--- src/rtl/busmode_ctrl_reg.sv ---
module busmode_ctrl_reg #(
  parameter int          AW       = 16,
  parameter logic [15:0] REG_ADDR = 16'h6C00
) (
  input  logic          clk,
  input  logic          rst_n,
  input  logic          strap_mode,
  input  logic [AW-1:0] bus_addr,
  input  logic          bus_we,
  input  logic [15:0]   bus_wdata,
  output logic [15:0]   bus_rdata,
  output logic [1:0]    par_mode_sel,
  output logic [1:0]    sp1_sel,
  output logic [1:0]    sp2_sel,
  output logic          host_mode,
  output logic          clkout_en,
  output logic          keeper_en,
  input  logic          idle_req,
  input  logic          idle_ctl,
  output logic          idle_ok,
  output logic          osc_stop
);
  localparam int B_CLKOFF = 15;
  localparam int B_OSCOFF = 14;
  localparam int B_HIDLE  = 13;
  localparam int B_KEEPOF = 12;
  localparam int B_HOLDA  = 9;
  localparam logic [AW-1:0] HIT = AW'(REG_ADDR);

  logic [15:0] cfg_q;
  logic        hit, wr_hit;

  assign hit    = (bus_addr == HIT);
  assign wr_hit = hit & bus_we;

  always_ff @(posedge clk) begin
    if (!rst_n) begin
      cfg_q          <= '0;
      cfg_q[B_HOLDA] <= 1'b1;
      cfg_q[1:0]     <= strap_mode ? 2'b01 : 2'b11;
    end else if (wr_hit) begin
      cfg_q <= bus_wdata;
    end
  end

  assign bus_rdata    = hit ? cfg_q : 16'h0000;
  assign par_mode_sel = cfg_q[1:0];
  assign sp1_sel      = cfg_q[3:2];
  assign sp2_sel      = cfg_q[5:4];
  assign host_mode    = cfg_q[1];
  assign clkout_en    = ~cfg_q[B_CLKOFF];
  assign keeper_en    = ~cfg_q[B_KEEPOF];
  assign idle_ok      = idle_req & (~host_mode | (cfg_q[B_HIDLE] & idle_ctl));
  assign osc_stop     = idle_ok & cfg_q[B_OSCOFF];


  rst_value_chk: assert property (@(posedge clk)
    !rst_n |=> (cfg_q[15:2] == 14'h0080) && cfg_q[0]);


  sel_delay_chk: assert property (@(posedge clk) disable iff (!rst_n)
    wr_hit |=> (par_mode_sel == $past(bus_wdata[1:0])) && (sp1_sel == $past(bus_wdata[3:2]))
               && (sp2_sel == $past(bus_wdata[5:4])));


  no_stray_write_chk: assert property (@(posedge clk) disable iff (!rst_n)
    !wr_hit |=> $stable(cfg_q));


  host_idle_block_chk: assert property (@(posedge clk) disable iff (!rst_n)
    (par_mode_sel[1] && !cfg_q[B_HIDLE]) |-> !idle_ok);


  osc_needs_idle_chk: assert property (@(posedge clk) disable iff (!rst_n)
    osc_stop |-> idle_ok && idle_req);
endmodule

--- config.mk ---
export PLATFORM = sky130hd
export DESIGN_NAME = busmode_ctrl_reg
export DESIGN_NICKNAME = d
export VERILOG_FILES = /design/src/rtl/busmode_ctrl_reg.sv
export SDC_FILE = /design/constraint.sdc
export NUM_CORES = 1
export LEC_CHECK = 0
export ABC_AREA = 1
export BUFFER_PORTS_ARGS = -buffer_cell sky130_fd_sc_hd__buf_2
export CAP_MARGIN = 20
export CORE_MARGIN = 3
export CORE_UTILIZATION = 35
export DETAILED_ROUTE_END_ITERATION = 8
export HOLD_SLACK_MARGIN = 0.06
export PLACE_DENSITY = 0.72
export SETUP_SLACK_MARGIN = 0.15
export SLEW_MARGIN = 20
export SYNTH_ARGS = -nofsm -noshare
export SYNTH_HDL_FRONTEND = slang
export SYNTH_SLANG_ARGS = --single-unit
--- constraint.sdc ---
create_clock -name clk -period 1.85 [get_ports clk]
set_input_delay 0.37 -clock clk [delete_from_list [all_inputs] [get_ports clk]]
set_output_delay 0.37 -clock clk [all_outputs]
set_load 0.05 [all_outputs]
==> flow_metrics.tcl <==
set metrics [dict create \
    status "complete, no violations" \
    largestRegisters "cfg_q: 16 flops" \
    routabilityCongestion 0.708 \
    crit_required_ns 1.48 \
    clockBufferDepth 2 \
    drtAntennaViolNets 0 \
    routed_wl_um 2780 \
    crit_arrival_ns 1.30 \
    drv_cap 0 \
    core_area_um2 2300 \
    ys_seq_elements 16 \
    largest_reg_flops 16 \
    synth_common_cells "nor2_1 (49), nand2_1 (37), inv_1 (20), dfxtp_1 (14), buf_4 (6)" \
    port_buffers 64 \
    fin_nets 244 \
    die-area_um2 3130 \
    synthArstFlopShare_pct 0 \
    p_leak_nw 0.830 \
    cts_buffers 3 \
    fmax_mhz 597 \
    synth-edff-count 2 \
    syn_inst 141 \
    netlist_top_cells_area "dfxtp_1 (32%), nor2_1 (21%), nand2_1 (16%), inv_1 (8.6%), edfxtp_1 (6.9%)" \
    yosysTopAreaCellShare_pct 32.1 \
    die_w_um 56.0 \
    yosysWarnings 0 \
    power_density_nw_per_um2 423 \
    max_slew_margin_pct 78.1 \
    grt_pass1_wl_um 3960 \
    n_fill_cell 188 \
    numClockSinks 16 \
    slowest_stage "buf_4" \
    clk_pin_slew_ns 0.10 \
    crit_fanout 5 \
    fin_crit_sh_pct 90.5 \
    rows 17 \
    drt_iter0_drc 18 \
    antenna_found_initial 0 \
    ir_drop_uv 473 \
    synth.largest_area_cell "dfxtp_1" \
    syn_to_final_growth_pct 81.5 \
    place_hpwl_um 1880 \
    syn-cell-area_um2 873 \
    setup_slack_ns 0.176 \
    synth.most_common_cell "nor2_1" \
    drc 0 \
    crit_path_end_kind "output pin" \
    tightest_slew_ns 0.329 \
    rsz0062_at_grt "no" \
    dr.pass1.iters 4 \
    cts_root_buffer "clkbuf_4" \
    post-place-ws_ns 0.0314 \
    top_register "cfg_q" \
    die_y_um 56.0 \
    hp-class "in -> reg" \
    grt_start_max_net_pins 20 \
    cts_hold_buf 0 \
    layout-drive-gt1-share_pct 51.2 \
    cts_max_level 1 \
    critPathMaxStageDelay_ns 0.19 \
    n_antenna_cell 0 \
    yosysUniqueCellTypes 16 \
    startpoint_type "primary input" \
    pin_count 65 \
    num_vias 1052 \
    stdcell_area_um2 1590 \
    crit_chain "buf_6 > nor2_2 > nand2_1 > nor2_4 > nand2_4 > clkbuf_16 > nor2_4 > buf_4" \
    syn_area_per_cell_um2 6.19 \
    ys.flop_type "dfxtp_1" \
    grt_pass1_vias 971 \
    setup_viol 0 \
    skew_ns 0 \
    fin_crit_ns 1.67 \
    wl_per_cell_um 11.9 \
    placed_area_um2 1290 \
    clk_latency_ns 0.29 \
    yosysSeqAreaShare_pct 39.0 \
    path_common_cell "nor2_4" \
    hold_viol_final 0 \
    cts_tree "yes" \
    slew_viol_final 0 \
    syn_nets 179 \
    vias_per_cell 4.52 \
    critPathKind "in -> out" \
    gr-usage-all-layers_pct 15.8 \
    finalSetupTns_ns 0 \
    grt_overflow 0 \
    start_util_pct 38.0 \
]
[timing repair]
action                     CTS  global route
pin swaps                    2             4
cloned                       0             1
setup endpoints to repair   17            17
gates resized for setup     23            38
buffers inserted             2             1
[routing by layer]
layer | global-route usage (%) | part of all wire (%)
met5 | 0 | 0
met4 | 5.08 | 2.1
met3 | 5.10 | 6.3
met2 | 31.9 | 56
met1 | 14.6 | 35
[metrics by stage]
step / total power [mW] / std cells / hold WS (ns) / utilization (%)
2_1_floorplan: 0.421 / 141 / 0.429 / -
5_1_grt: 0.701 / 233 / 0.303 / 69.0
4_1_cts: 0.657 / 231 / 0.295 / 60.9
3_5_place_dp: 0.464 / 225 / 0.459 / 56.3
6_report: 0.671 / 233 / 0.297 / 69.0
3_3_place_gp: 0.461 / 225 / 0.446 / 56.3
[kinds of logic after synthesis]
logic type | Yosys count | synth area share, %
AO/OA/AOI/OAI | 2 | 1.43
flip-flops | 16 | 39.0
AND/OR/NAND/NOR | 92 | 42.4
buffers and inverters | 31 | 17.2
[layout by cell type (no fill, tap or decap), types with 2 or more instances in the layout]
master,n
inv_1,18
clkbuf_4,3
nor2_1,27
edfxtp_1,2
buf_4,9
dfxtp_1,14
nand2_1,35
buf_8,3
nor2_2,8
nor2_4,16
buf_6,20
buf_2,37
inv_2,2
[worst paths after layout]
kind	from	end	slack, ns	cells past startpoint
setup / recovery	bus_addr[5]	bus_rdata[13]	0.18	8
hold / removal	bus_wdata[14]	cfg_q[14]	0.30	3
setup reg to reg	cfg_q[13]	cfg_q[13]	1.10	4
hold reg to reg	cfg_q[9]	cfg_q[9]	0.48	2
[layout make-up]
cell class | instances | area, um2 | area share [%]
Tap cell | 28 | 35.0 | 2.21
Sequential cell | 16 | 340 | 21.5
Inverter | 20 | 75.1 | 4.74
Clock buffer | 3 | 22.5 | 1.42
Timing Repair Buffer | 71 | 568 | 35.8
Clock inverter | 1 | 3.75 | 0.237
Multi-Input combinational cell | 94 | 541 | 34.1
[worst max-delay path, delay by kind of cell]
| family | cells | cell delay (ns) |
|---|---|---|
| buffers and inverters | 3 | 0.45 |
| AND/OR/NAND/NOR | 5 | 0.46 |
[power by group]
part           switching [mW]  internal (mW)
logic                  0.0628         0.0548
registers             0.00376          0.356
clock network           0.116         0.0784
total                   0.182          0.489
No activity file was read; power rests on OpenSTA's default activity.
